File: src/rtl/pwc_pkg.sv
package pwc_pkg;

   typedef enum logic [2:0] {
      PW_IDLE  = 3'd0,
      PW_ARMED = 3'd1,
      PW_LOAD  = 3'd2,
      PW_PROT  = 3'd3,
      PW_BUSY  = 3'd4
   } pw_state_e;

endpackage

File: src/rtl/pwc_unlock.sv
module pwc_unlock #(
   parameter int          ADDR_W   = 13,
   parameter int          DATA_W   = 8,
   parameter logic [12:0] SEQ_A1   = 13'h1555,
   parameter logic [7:0]  SEQ_D1   = 8'hAA,
   parameter logic [12:0] SEQ_A2   = 13'h0AAA,
   parameter logic [7:0]  SEQ_D2   = 8'h55,
   parameter logic [7:0]  CMD_PAGE = 8'hA0,
   parameter logic [7:0]  CMD_PROT = 8'hC0
) (
   input  logic              clk,
   input  logic              rst_n,
   input  logic              wr,
   input  logic [ADDR_W-1:0] addr,
   input  logic [DATA_W-1:0] data,
   output logic              go_page,
   output logic              go_prot
);

   if (ADDR_W != 13 || DATA_W != 8) begin : g_bad_width
      $error("pwc_unlock: sequence constants assume 13-bit address, 8-bit data");
   end

   logic [1:0] stage_q, stage_d;
   logic       hit1, hit2, hit3a;

   assign hit1  = (addr == SEQ_A1) && (data == SEQ_D1);
   assign hit2  = (addr == SEQ_A2) && (data == SEQ_D2);
   assign hit3a = (addr == SEQ_A1);

   always_comb begin
      stage_d = stage_q;
      go_page = 1'b0;
      go_prot = 1'b0;
      if (wr) begin
         unique case (stage_q)
            2'd0:    stage_d = hit1 ? 2'd1 : 2'd0;
            2'd1:    stage_d = hit2 ? 2'd2 : 2'd0;
            default: begin
               stage_d = 2'd0;
               go_page = hit3a && (data == CMD_PAGE);
               go_prot = hit3a && (data == CMD_PROT);
            end
         endcase
      end
   end

   always_ff @(posedge clk) begin
      if (!rst_n) stage_q <= 2'd0;
      else        stage_q <= stage_d;
   end

   // after any command decode the detector starts over
   a_r3_restart: assert property (@(posedge clk) disable iff (!rst_n)
      (go_page || go_prot) |=> (stage_q == 2'd0));

   // a command only follows two matched steps
   a_r2_cmd_needs_seq: assert property (@(posedge clk) disable iff (!rst_n)
      go_page |-> (stage_q == 2'd2) && wr);

endmodule

File: src/rtl/pwc_page_buf.sv
module pwc_page_buf #(
   parameter int PAGE_BYTES = 32,
   parameter int DATA_W     = 8,
   localparam int OFS_W     = $clog2(PAGE_BYTES)
) (
   input  logic                         clk,
   input  logic                         rst_n,
   input  logic                         clr,
   input  logic                         wr,
   input  logic [OFS_W-1:0]             ofs,
   input  logic [DATA_W-1:0]            din,
   input  logic                         keep,
   output logic [PAGE_BYTES-1:0]        mask,
   output logic [PAGE_BYTES*DATA_W-1:0] dout
);

   if ((1 << OFS_W) != PAGE_BYTES) begin : g_bad_page
      $error("pwc_page_buf: PAGE_BYTES must be a power of two");
   end

   for (genvar i = 0; i < PAGE_BYTES; i++) begin : g_lane
      logic             sel;
      logic [DATA_W-1:0] byte_q;
      logic             bit_q;

      assign sel = wr && (ofs == OFS_W'(i));

      always_ff @(posedge clk) begin
         if (!rst_n) begin
            bit_q  <= 1'b0;
            byte_q <= '0;
         end else begin
            if (clr)      bit_q <= sel && keep;
            else if (sel) bit_q <= keep;
            if (sel)      byte_q <= din;
         end
      end

      assign mask[i] = bit_q;
      assign dout[i*DATA_W +: DATA_W] = byte_q;
   end

   // a single accepted write touches at most one mask lane unless clearing
   a_r5_one_lane: assert property (@(posedge clk) disable iff (!rst_n)
      (wr && !clr) |=> ($countones(mask ^ $past(mask)) <= 1));

   // without a write or clear the buffer holds
   a_r5_hold: assert property (@(posedge clk) disable iff (!rst_n)
      (!wr && !clr) |=> $stable(mask) && $stable(dout));

endmodule

File: src/rtl/pwc_timers.sv
module pwc_timers #(
   parameter int TMO  = 16,
   parameter int WCYC = 40,
   localparam int TW  = $clog2(TMO + 1),
   localparam int BW  = $clog2(WCYC + 1)
) (
   input  logic clk,
   input  logic rst_n,
   input  logic idle_restart,
   input  logic idle_run,
   output logic idle_expired,
   input  logic busy_load,
   input  logic busy_run,
   output logic busy_done
);

   if (TMO < 2)  begin : g_bad_tmo  $error("pwc_timers: TMO must be at least 2");  end
   if (WCYC < 1) begin : g_bad_wcyc $error("pwc_timers: WCYC must be at least 1"); end

   logic [TW-1:0] icnt_q;
   logic [BW-1:0] bcnt_q;

   assign idle_expired = (icnt_q == TW'(TMO - 1));
   assign busy_done    = (bcnt_q == '0);

   always_ff @(posedge clk) begin
      if (!rst_n) begin
         icnt_q <= '0;
      end else if (idle_restart) begin
         icnt_q <= '0;
      end else if (idle_run && !idle_expired) begin
         icnt_q <= icnt_q + TW'(1);
      end
   end

   always_ff @(posedge clk) begin
      if (!rst_n) begin
         bcnt_q <= '0;
      end else if (busy_load) begin
         bcnt_q <= BW'(WCYC - 1);
      end else if (busy_run && !busy_done) begin
         bcnt_q <= bcnt_q - BW'(1);
      end
   end

   // a new write cycle is only started after the previous one ran out
   a_r8_load_when_done: assert property (@(posedge clk) disable iff (!rst_n)
      busy_load |-> busy_done);

   // the idle count never passes its limit
   a_r7_idle_bound: assert property (@(posedge clk) disable iff (!rst_n)
      icnt_q <= TW'(TMO - 1));

endmodule

File: src/rtl/prot_page_writer.sv
module prot_page_writer
   import pwc_pkg::*;
#(
   parameter int ADDR_W     = 13,
   parameter int DATA_W     = 8,
   parameter int PAGE_BYTES = 32,
   parameter int REGIONS    = 8,
   parameter int TMO        = 16,
   parameter int WCYC       = 40
) (
   input  logic                         clk,
   input  logic                         rst_n,
   input  logic                         bus_we,
   input  logic [ADDR_W-1:0]            bus_addr,
   input  logic [DATA_W-1:0]            bus_data,
   input  logic                         wr_ctl,
   output logic                         commit_valid,
   output logic [ADDR_W-1:0]            commit_base,
   output logic [PAGE_BYTES-1:0]        commit_mask,
   output logic [PAGE_BYTES*DATA_W-1:0] commit_data,
   output logic                         busy
);

   localparam int OFS_W = $clog2(PAGE_BYTES);
   localparam int PG_W  = ADDR_W - OFS_W;
   localparam int REG_W = $clog2(REGIONS);

   if ((1 << REG_W) != REGIONS || REG_W > PG_W) begin : g_bad_regions
      $error("prot_page_writer: REGIONS must be a power of two no larger than the page count");
   end
   if (DATA_W < REGIONS) begin : g_bad_lockw
      $error("prot_page_writer: lock register loads from one data byte");
   end

   pw_state_e          state_q, state_d;
   logic [PG_W-1:0]    page_q;
   logic [REGIONS-1:0] prot_q;
   logic               cv_q;

   logic               acc, in_win, keep, commit;
   logic               go_page, go_prot;
   logic               idle_expired, busy_done;
   logic [REG_W-1:0]   region;

   assign acc    = bus_we && wr_ctl;
   assign in_win = (bus_addr[ADDR_W-1:OFS_W] == page_q);
   assign region = bus_addr[ADDR_W-1 -: REG_W];
   assign keep   = !prot_q[region];
   assign commit = (state_q == PW_LOAD) &&
                   ((acc && !in_win) || (!acc && idle_expired));

   pwc_unlock #(.ADDR_W(ADDR_W), .DATA_W(DATA_W)) u_unlock (
      .clk     (clk),
      .rst_n   (rst_n),
      .wr      (acc && (state_q == PW_IDLE)),
      .addr    (bus_addr),
      .data    (bus_data),
      .go_page (go_page),
      .go_prot (go_prot)
   );

   pwc_timers #(.TMO(TMO), .WCYC(WCYC)) u_timers (
      .clk          (clk),
      .rst_n        (rst_n),
      .idle_restart (acc && ((state_q == PW_ARMED) || ((state_q == PW_LOAD) && in_win))),
      .idle_run     (state_q == PW_LOAD),
      .idle_expired (idle_expired),
      .busy_load    (commit),
      .busy_run     (state_q == PW_BUSY),
      .busy_done    (busy_done)
   );

   pwc_page_buf #(.PAGE_BYTES(PAGE_BYTES), .DATA_W(DATA_W)) u_buf (
      .clk   (clk),
      .rst_n (rst_n),
      .clr   (acc && (state_q == PW_ARMED)),
      .wr    (acc && ((state_q == PW_ARMED) || ((state_q == PW_LOAD) && in_win))),
      .ofs   (bus_addr[OFS_W-1:0]),
      .din   (bus_data),
      .keep  (keep),
      .mask  (commit_mask),
      .dout  (commit_data)
   );

   always_comb begin
      state_d = state_q;
      unique case (state_q)
         PW_IDLE: begin
            if (go_page)      state_d = PW_ARMED;
            else if (go_prot) state_d = PW_PROT;
         end
         PW_ARMED: if (acc)       state_d = PW_LOAD;
         PW_LOAD:  if (commit)    state_d = PW_BUSY;
         PW_PROT:  if (acc)       state_d = PW_IDLE;
         PW_BUSY:  if (busy_done) state_d = PW_IDLE;
         default:                 state_d = PW_IDLE;
      endcase
   end

   always_ff @(posedge clk) begin
      if (!rst_n) begin
         state_q <= PW_IDLE;
         page_q  <= '0;
         prot_q  <= '0;
         cv_q    <= 1'b0;
      end else begin
         state_q <= state_d;
         cv_q    <= commit;
         if (acc && (state_q == PW_ARMED)) page_q <= bus_addr[ADDR_W-1:OFS_W];
         if (acc && (state_q == PW_PROT))  prot_q <= bus_data[REGIONS-1:0];
      end
   end

   assign commit_valid = cv_q;
   assign commit_base  = {page_q, {OFS_W{1'b0}}};
   assign busy         = (state_q == PW_BUSY);

   // commit is a single-cycle pulse
   a_r11_pulse: assert property (@(posedge clk) disable iff (!rst_n)
      commit_valid |=> !commit_valid);

   // commit only appears with busy
   a_r11_with_busy: assert property (@(posedge clk) disable iff (!rst_n)
      commit_valid |-> busy);

   // with write control low, waiting states do not move
   a_r4_ctl_low: assert property (@(posedge clk) disable iff (!rst_n)
      (!wr_ctl && (state_q inside {PW_IDLE, PW_ARMED, PW_PROT})) |=> $stable(state_q));

   // the lock register only changes right after the lock command
   a_r9_lock_source: assert property (@(posedge clk) disable iff (!rst_n)
      !$stable(prot_q) |-> ($past(state_q) == PW_PROT));

   // a page inside a locked region commits no byte
   a_r10_locked_page: assert property (@(posedge clk) disable iff (!rst_n)
      (commit_valid && prot_q[commit_base[ADDR_W-1 -: REG_W]]) |-> (commit_mask == '0));

   // page data stays put while the write cycle runs
   a_r8_busy_hold: assert property (@(posedge clk) disable iff (!rst_n)
      (busy && $past(busy)) |-> $stable(commit_mask) && $stable(commit_base));

endmodule

File: config.mk
export PLATFORM = sky130hd
export DESIGN_NAME = prot_page_writer
export DESIGN_NICKNAME = d
export VERILOG_FILES = /design/src/rtl/pwc_pkg.sv /design/src/rtl/pwc_unlock.sv /design/src/rtl/pwc_page_buf.sv /design/src/rtl/pwc_timers.sv /design/src/rtl/prot_page_writer.sv
export SDC_FILE = /design/constraint.sdc
export NUM_CORES = 1
export LEC_CHECK = 0
export ABC_AREA = 1
export ABC_CLOCK_PERIOD_IN_PS = 2900
export BUFFER_PORTS_ARGS = -buffer_cell sky130_fd_sc_hd__buf_2
export CAP_MARGIN = 20
export CORE_ASPECT_RATIO = 0.6
export CORE_UTILIZATION = 55
export CTS_BUF_LIST = sky130_fd_sc_hd__clkbuf_16
export DETAILED_ROUTE_END_ITERATION = 8
export PLACE_DENSITY = 0.81
export SLEW_MARGIN = 20
export SYNTH_ARGS = -nofsm -noshare
export SYNTH_HDL_FRONTEND = slang
export SYNTH_HIERARCHICAL = 1
export SYNTH_SLANG_ARGS = --single-unit
File: constraint.sdc
create_clock -name clk -period 2.9 [get_ports clk]
set_clock_uncertainty 0.15 [all_clocks]
set_input_delay 0.58 -clock clk [delete_from_list [all_inputs] [get_ports clk]]
set_output_delay 0.58 -clock clk [all_outputs]
set_load 0.05 [all_outputs]
---- Word-level counts from Yosys, hierarchy flattened ----
Cells that the tools add are included.
W data, S select, Z words.
word-level totals
  output and inout bits ................... 303
  word-level logic and storage cells ...... 334
  input port bits ......................... 25
  register bits after elaboration ......... 321
cells by class
  equal/unequal tests ..................... 49
  $lt $le $gt $ge ......................... 1
  reduce and logical (&&, ||, !) cells .... 127
  add/sub/neg operators ................... 2
  bitwise gates (word level) .............. 1
  multiplexer cells ....................... 82
operator list
  kind                    count
  $eq A5 B5 Y1 const B    16
  $logic_and A1 B1 Y1     79
  $mux W1                 70
  $reduce_bool A2 Y1      33
  $eq A5 B4 Y1 const B    9
  $eq A8 B8 Y1 const B    3
  $eq A5 B3 Y1 const B    4
  $mux W3                 6
  $pmux W3 S5             1
  $eq A13 B12 Y1 const B  1
  $eq A13 B13 Y1 const B  1
  $mux W6                 2
  $eq A5 B2 Y1 const B    2
  $eq A8 B7 Y1 const B    1
  $eq A8 B8 Y1            1
  $ne A2 B2 Y1 const B    4
  $eq A3 B2 Y1 const B    2
  $logic_not A6 Y1        1
  $reduce_or A2 Y1        3
  $sub A6 B1 Y6 const B   1
  $add A5 B1 Y5 const B   1
  $eq A5 B1 Y1 const B    1
  $logic_not A1 Y1        5
  $logic_not A5 Y1        1
  13 further kinds        14

---- Longest topological paths before layout ----
Gate-level depths: netlist of the first run.
  depth in word-level cells ............... 7
  mapped depth ............................ 16
  depth with buffers taken out ............ 14

---- By module ----
Netlist of the first run, hierarchy kept.
by module, submodules not included
  module            cells each  seq. area each (sq um)  area an instance (sq um)  instances
  pwc_page_buf      2051        5765.5                  12903.6                   1
  prot_page_writer  165         400.4                   1109.8                    1
  pwc_timers        86          220.2                   621.8                     1
  pwc_unlock        62          40.0                    286.5                     1

---- Worst setup path before layout of the first run ----
OpenSTA, ideal clock, no wires.
  path type ............................... reg2reg
  start ................................... register state_q[2]
  end ..................................... register u_timers.bcnt_q[1]
  library setup time ...................... 66 ps
  slack ................................... 287 ps
  data arrival time ....................... 2397 ps
  clock period less this slack ............ 2613 ps
  buffers on the path ..................... 0
  data required time ...................... 2684 ps
  cell stages (with the launch flop) ...... 6
  cell sequence ........................... dfxtp_1 -> inv_1 -> nor3_1 -> nand2_4 -> or2_1 -> a21oi_2
on the way
  cells in the longest elaborated chain, start to end .. 3
  elaborated cells between the ends (all ways) .. 6
  those cells by class .................... eq/ne: 2; mux: 1; reduce/logical: 3
RTL lines
  element                       RTL line                 source
  start: declaration            prot_page_writer.sv:35   pw_state_e state_q, state_d;
  start signal: assignment      prot_page_writer.sv:107  state_q <= state_d;
  $eq A3 B3 Y1                  --
  via busy                      prot_page_writer.sv:21   output logic busy
  $logic_and A1 B1 Y1           pwc_timers.sv:41         end else if (busy_run && !busy_done) begin
  $reduce_bool A2 Y1 (no line)  --
  end signal: assignment        pwc_timers.sv:40         bcnt_q <= BW'(WCYC - 1);
  end signal: assignment        pwc_timers.sv:42         bcnt_q <= bcnt_q - BW'(1);
  end: declaration              pwc_timers.sv:21         logic [BW-1:0] bcnt_q;
The timed path passes the listed nets, and every way through them passes these cells.
A chain may end at the register's enable or synchronous reset.

---- Worst setup path in the final report of the first run ----
  start ................................... register page_q[4]
  end ..................................... register u_buf.g_lane[14].byte_q[2]
on the way
  cells in the longest elaborated chain, start to end .. 5
RTL lines
  element                   RTL line                 source
  start: declaration        prot_page_writer.sv:36   logic [PG_W-1:0] page_q;
  start signal: assignment  prot_page_writer.sv:109  if (acc && (state_q == PW_ARMED)) page_q <= bus_addr[ADDR_W-1:OFS_W];
  $eq A8 B8 Y1              prot_page_writer.sv:46   assign in_win = (bus_addr[ADDR_W-1:OFS_W] == page_q);
  $logic_and A1 B1 Y1       prot_page_writer.sv:77   .wr (acc && ((state_q == PW_ARMED) || ((state_q == PW_LOAD) && in_win))),
  $logic_or A1 B1 Y1        prot_page_writer.sv:77
  $logic_and A1 B1 Y1       prot_page_writer.sv:77
  $logic_and A1 B1 Y1       pwc_page_buf.sv:26       assign sel = wr && (ofs == OFS_W'(i));
  end signal: assignment    pwc_page_buf.sv:35       if (sel) byte_q <= din;
  end: declaration          pwc_page_buf.sv:23       logic [DATA_W-1:0] byte_q;
Every way passes these cells.

==> results.sh, run 1 <==
export IMPL_hold_violations=0
export IMPL_groute_usage_overall_pct=31.9
export IMPL_switchingPower_mw=2.57
export IMPL_die_area_sq_um=27800
export IMPL_ctsHoldBuffers=0
export IMPL_slowest_delay_ns=0.44
export IMPL_yosysMostFrequentCell="nand2_1"
export IMPL_wl_per_cell_um=15.4
export IMPL_internal_power_mw=7.44
export IMPL_max_cap_viol_count=0
export IMPL_routed_wl_um=46200
export IMPL_slew_headroom_pct=51.3
export IMPL_crit_required_ns=3.25
export IMPL_diodes=0
export IMPL_final_setup_viol_count=0
export IMPL_busiest_layer="met2"
export IMPL_drc_errors=0
export IMPL_power_frac_seq_pct=45.2
export IMPL_endpoint="u_buf/g_lane[14].byte_q[2]"
export IMPL_cp_slowest_cell="nor2_2"
export IMPL_synth_cell_types=41
export IMPL_pwr_share_comb_pct=9.3
export IMPL_rsz0062_at_grt="false"
export IMPL_grt_ovfl_total=0
export IMPL_fin_hold_ws_ns=0.163
export IMPL_design_area_sq_um=17800
export IMPL_cp_max_fo=46
export IMPL_syn_inst=2364
export IMPL_die_w_um=215
export IMPL_rr_startpoint="page_q[4]"
export IMPL_power_leakage_nw=9.66
export IMPL_synth_seq_area_share_pct=43.1
export IMPL_place_gp_congestion=0.897
export IMPL_multiInputGateArea_sq_um=6170
export IMPL_post_cts_buffers=0
export IMPL_tns_ns=0
export IMPL_clk_root_buffer_cell="clkbuf_16"
export IMPL_clk_path_buf_depth=3
export IMPL_powerDensity_nw_per_um2=561
export IMPL_r2r_cells=15
export IMPL_ant_nets=0
export IMPL_peakVddDrop_v=0.000437
export IMPL_critPathCaptureType="flop"
export IMPL_grt_pass1_wl_um=70700
export IMPL_avgSynthCellArea_sq_um=6.31
export IMPL_rows=46
export IMPL_ys_async_sr_fraction_pct=0
export IMPL_yosysWarnings=6
export IMPL_total_power_mw=10.0
export IMPL_avgViaCountPerCell=5.01
export IMPL_grtUsageMet3_pct=7.04
export IMPL_ctsResizeCount=0
export IMPL_cp_arrival_ns=2.97
export IMPL_drive_gt1_share_pct=17.6
export IMPL_maxSlewViolCount=0
export IMPL_clk_pin_slew_ns=0.07
export IMPL_crit_chain="inv_1 -> nand2_1 -> nand2_1 -> inv_1 -> nand2_1 -> nor2_1 -> nand3_2 -> o21bai_2 -> inv_1 -> nor2_4 -> buf_12 -> inv_2 -> nor2_2 -> nor2_1 -> nor2_1"
export IMPL_via_count=15055
export IMPL_synth_edf_count=0
export IMPL_synth_top_area_share_pct=43.1
export IMPL_synth_commonest_cells="nand2_1 (624), nor2_1 (499), inv_1 (427), dfxtp_1 (321), nand3_1 (229)"
export IMPL_final_nets=2649
export IMPL_grt_pass1_vias=13280
export IMPL_area_growth_pct=19.5
export IMPL_hold_class="in -> reg"
export IMPL_ys_flop_type="dfxtp_1"
export IMPL_fin_crit_ns=2.62
export IMPL_antenna_found_initial=0
export IMPL_critPathLaunch="page_q[4]"
export IMPL_worst_skew_pair_late_latency_ns=0.57
export IMPL_grt_max_degree=98
export IMPL_drtIter0Drc=1664
export IMPL_portBuffers=322
export IMPL_start_util_pct=56.2
export IMPL_core_sq_um=26500
export IMPL_cts_sinks=321
export IMPL_seqCellArea_sq_um=6430
export IMPL_ys_top_cells_by_area="dfxtp_1 (43%), nand2_1 (16%), nor2_1 (13%)"
export IMPL_max_freq_mhz=382
export IMPL_cts_tree="done"
export IMPL_p_sw_share_pct=25.6
export IMPL_fill_cells=2311
export IMPL_dpl_cell_area_sq_um=16700
export IMPL_boundaryPins=328
export IMPL_crit_type="reg -> reg"
export IMPL_netlist_area_sq_um=14900
export IMPL_synth_top_area_cell="dfxtp_1"
export IMPL_die_h_um=130
export IMPL_cp_start_kind="flop"
export IMPL_status="finished clean"
export IMPL_power_frac_clock_pct=45.5
export IMPL_r2r_end="u_buf/g_lane[14].byte_q[2]"
export IMPL_fin_crit_sh_pct=90.3
export IMPL_tightestPinTransition_ns=0.729
export IMPL_first_pass_iters=6
export IMPL_ys_ff_latch=321
export IMPL_cts_htree_levels=1
export IMPL_use_met1_pct=45.0
export IMPL_rrSetupSlack_ns=0.28
export IMPL_place_hpwl_um=31200
export IMPL_cts_buffers=30
export IMPL_grt_util_met2_pct=49.3
critical path, delay by kind of cell, from the launching register on:
| kind | cells | cell delay (ns) |
|---|---|---|
| and+or+nand+nor | 9 | 1.24 |
| DFF | 1 | 0.39 |
| buffers and inverters | 5 | 0.58 |
| AOI/OAI and AO/OA | 1 | 0.18 |
power by group through the flow:
stage	clock [mW]	combinational [mW]	sequential (mW)
final	4.55	0.935	4.52
after global routing	4.76	1.02	4.53
after CTS	4.60	0.919	4.52
after detailed placement	0	0.913	4.62
after global placement	0	0.892	4.62
after floorplan	0	0.580	4.68
worst min path at each step:
stage	start	to	cells past startpoint
3_3_place_gp	u_buf/g_lane[31].byte_q[3]	u_buf/g_lane[31].byte_q[3]	2
3_5_place_dp	u_buf/g_lane[15].byte_q[2]	u_buf/g_lane[15].byte_q[2]	2
2_1_floorplan	u_unlock/stage_q[1]	u_unlock/stage_q[1]	2
6_report	bus_addr[8]	page_q[3]	3
4_1_cts	bus_addr[5]	page_q[0]	3
5_1_grt	bus_addr[5]	page_q[0]	3
flip-flops by register name (all words and copies together) (netlist names):
signal	cells
commit_valid	1
page_q	8
prot_q	8
state_q	3
u_buf/g_lane.bit_q	32
u_buf/g_lane.byte_q	256
u_timers/bcnt_q	6
u_timers/icnt_q	5
u_unlock/stage_q	2
through the flow:
step / instances / util (%) / setup slack [ns]
floorplan: 2368 / - / 0.287
global placement: 2948 / 62.9 / 0.0545
detailed placement: 2948 / 62.9 / 0.0112
CTS: 3004 / 67.2 / 0.334
global route: 3004 / 67.2 / 0.0442
finish: 3004 / 67.2 / 0.282
cell families after synthesis:
family                     count (synthesis)  synth area share, %
DFF                                      321                 43.1
and+or+nand+nor                         1409                 39.0
AOI/OAI and AO/OA                         46                 1.69
buffers and inverters                    580                 15.7
xor gates and xnor gates                   3                0.176
adders and majority gates                  4                0.335
other                                      1               0.0251
final cells by class:
| cell class | instances | share of cell area, % |
|---|---|---|
| flip-flops and latches | 321 | 36.0 |
| clock buffers | 31 | 4.35 |
| inverters | 436 | 9.19 |
| repair buffers | 364 | 11.3 |
| multi-input cells | 1467 | 34.6 |
| well taps | 360 | 2.53 |
| clock inverters | 25 | 1.99 |
layer usage:
| layer | vias up | wire length, um |
|---|---|---|
| met5 | - | 0 |
| met4 | 0 | 1020 |
| met3 | 94 | 5010 |
| met2 | 699 | 20100 |
| met1 | 6859 | 20100 |
| li1 | 7403 | - |
cells in the final DEF (no fill, tap or decap), drive strengths merged:
cell	n
a21boi	1
xor2	3
a31oi	1
nor2	523
ha	4
o21bai	1
clkinvlp	3
o21a	1
nor4	2
or2	2
dfxtp	321
nand3	241
a21oi	22
conb	5
clkinv	11
buf	364
a211oi	1
nand3b	1
nand4	4
a32oi	1
bufinv	9
o21ai	18
nor3b	1
nor3	9
inv	438
clkbuf	31
nand2	626
Power figures use the tool's default switching activity.
==> run 2, diff against run 1 <==
--- a/config.mk
+++ b/config.mk
@@ -9,11 +9,15 @@
 export ABC_CLOCK_PERIOD_IN_PS = 2900
 export BUFFER_PORTS_ARGS = -buffer_cell sky130_fd_sc_hd__buf_2
 export CAP_MARGIN = 20
+export CELL_PAD_IN_SITES_DETAIL_PLACEMENT = 2
+export CELL_PAD_IN_SITES_GLOBAL_PLACEMENT = 2
 export CORE_ASPECT_RATIO = 0.6
-export CORE_UTILIZATION = 55
+export CORE_UTILIZATION = 29
 export CTS_BUF_LIST = sky130_fd_sc_hd__clkbuf_16
+export CTS_CLUSTER_DIAMETER = 150
 export DETAILED_ROUTE_END_ITERATION = 8
-export PLACE_DENSITY = 0.81
+export PLACE_DENSITY_LB_ADDON = 0.1
+export RECOVER_POWER = 50
 export SLEW_MARGIN = 20
 export SYNTH_ARGS = -nofsm -noshare
 export SYNTH_HDL_FRONTEND = slang
==> run 2 against run 1 <==
Final area is 1.6% higher. Total power hardly changed. Cell count up 12%. Non-clock buffer count rose by 35. Clock power fell by 2%. Maximum frequency down 0.51%. Core utilization down 31 points. Worst hold slack improved by 0.029 ns. Critical endpoint is now u_buf/g_lane[3].byte_q[4].
==> results.sh, run 2 (synthesis results as in run 1) <==
export IMPL_status="finished clean"
export IMPL_power_leakage_nw=8.59
export IMPL_layoutNonFillerInstCount=3368
export IMPL_finish_utilization_pct=36.2
export IMPL_ant_nets=0
export IMPL_crit_type="reg -> reg"
export IMPL_portBuffers=322
export IMPL_via_count=15472
export IMPL_slew_headroom_pct=35.0
export IMPL_switchingPower_mw=2.81
export IMPL_first_pass_iters=5
export IMPL_max_freq_mhz=380
export IMPL_power_frac_clock_pct=44.7
export IMPL_rsz0062_at_grt="false"
export IMPL_mostFrequentLayoutCells="nand2_1 (624), nor2_1 (499), inv_1 (443), dfxtp_1 (321), clkbuf_1 (286)"
export IMPL_cts_sinks=321
export IMPL_groute_usage_overall_pct=23.8
export IMPL_final_setup_viol_count=0
export IMPL_hold_class="in -> reg"
export IMPL_die_w_um=295
export IMPL_reg_top3="u_buf/g_lane.byte_q x256, u_buf/g_lane.bit_q x32"
export IMPL_worst_skew_pair_late_latency_ns=0.54
export IMPL_die_area_sq_um=52400
export IMPL_cts_buffers=37
export IMPL_rrSetupSlack_ns=0.27
export IMPL_internal_power_mw=7.21
export IMPL_ctsHoldBuffers=0
export IMPL_wl_per_cell_um=18.7
export IMPL_fin_crit_sh_pct=90.7
export IMPL_area_growth_pct=21.4
export IMPL_drive_gt1_share_pct=7.67
export IMPL_routed_wl_um=63100
export IMPL_cts_htree_levels=2
export IMPL_powerDensity_nw_per_um2=553
export IMPL_power_frac_seq_pct=45.2
export IMPL_drtIter0Drc=540
export IMPL_fin_ws_ns=0.268
export IMPL_grt_ovfl_total=0
export IMPL_antenna_found_initial=1
export IMPL_grt_max_degree=101
export IMPL_clk_path_buf_depth=3
export IMPL_place_inst=3305
export IMPL_cp_max_fo=18
export IMPL_pwr_share_comb_pct=10.1
export IMPL_ctsResizeCount=0
export IMPL_crit_required_ns=3.21
export IMPL_die_h_um=178
export IMPL_critPathCaptureType="flop"
export IMPL_tightestPinTransition_ns=0.967
export IMPL_diodes=0
export IMPL_hold_violations=0
export IMPL_cp_arrival_ns=2.94
export IMPL_post_cts_buffers=0
export IMPL_max_cap_viol_count=0
export IMPL_place_hpwl_um=44700
export IMPL_maxSlewViolCount=0
export IMPL_grt_pass1_wl_um=95400
export IMPL_boundaryPins=328
export IMPL_drc_errors=0
export IMPL_largest_register_ffs=256
export IMPL_pre_cts_slack_ns=0.0153
export IMPL_regMostFlops="u_buf/g_lane.byte_q"
export IMPL_start_util_pct=29.8
export IMPL_grt_pass1_vias=16476
export IMPL_fin_crit_ns=2.63
export IMPL_p_sw_share_pct=28.0
export IMPL_place_gp_congestion=0.807
export IMPL_peakVddDrop_v=0.000347
export IMPL_cp_start_kind="flop"
export IMPL_final_common_cell="nand2_1"
export IMPL_clk_root_buffer_cell="clkbuf_16"
export IMPL_final_nets=2691
export IMPL_avgViaCountPerCell=4.59
export IMPL_clk_pin_slew_ns=0.06
export IMPL_cts_tree="done"
export IMPL_tns_ns=0
export IMPL_rows=63
export IMPL_core_sq_um=50100
-- run 2: changes by cell type in the layout (fill, tap and decap cells not counted), sizes merged --
cell and change:
clkinv -1, inv +12, buf -251, bufinv -7
clkinvlp -3, clkbuf +292
-- run 2: critical path: stages (launching register included) --
cell,delay [ns]
dfxtp_1,0.50
inv_1,0.11
nor2_1,0.11
inv_1,0.07
nor3_1,0.24
o21bai_2,0.25
inv_1,0.13
nor2_4,0.17
buf_12,0.17
nand3_2,0.30
nand2_1,0.17
nand2_1,0.07
nor2_1,0.12
-- run 2: final timing paths --
kind	endpoint	start	cells past startpoint
setup / recovery	u_buf/g_lane[3].byte_q[4]	state_q[0]	12
hold / removal	page_q[4]	bus_addr[9]	3
setup reg to reg	u_buf/g_lane[3].byte_q[4]	state_q[0]	12
hold reg to reg	u_buf/g_lane[15].byte_q[1]	u_buf/g_lane[15].byte_q[1]	2
-- run 2: layer usage --
layer	global-route usage, %	routed length, um	share of wire [%]	vias to the layer above
li1	-	-	-	7485
met1	31.6	30200	48	7687
met2	40.5	29400	47	229
met3	3.83	2310	3.7	71
met4	5.23	1220	1.9	0
met5	0	0	0	-
-- run 2: layout make-up --
type | instances | area, sq um
well taps | 682 | 853
multi-input cells | 1467 | 6150
flip-flops and latches | 321 | 6430
inverters | 436 | 1640
repair buffers | 399 | 1950
fillers | 6327 | 31900
clock inverters | 26 | 168
clock buffers | 37 | 926
-- run 2: power groups by stage --
stage	sequential (mW)	combinational, mW	clock (mW)
2_1_floorplan	4.68	0.580	0
3_3_place_gp	4.62	0.988	0
3_5_place_dp	4.63	1.02	0
4_1_cts	4.53	1.03	4.62
5_1_grt	4.53	1.10	4.79
6_report	4.53	1.01	4.47
-- run 2: metrics by stage --
stage | instance area, sq um | hold slack (ns) | total power [mW]
2_1_floorplan | 14900 | 0.304 | 5.26
3_3_place_gp | 17400 | 0.301 | 5.61
3_5_place_dp | 17400 | 0.306 | 5.65
4_1_cts | 18500 | 0.170 | 10.2
5_1_grt | 18100 | 0.207 | 10.4
6_report | 18100 | 0.193 | 10.0
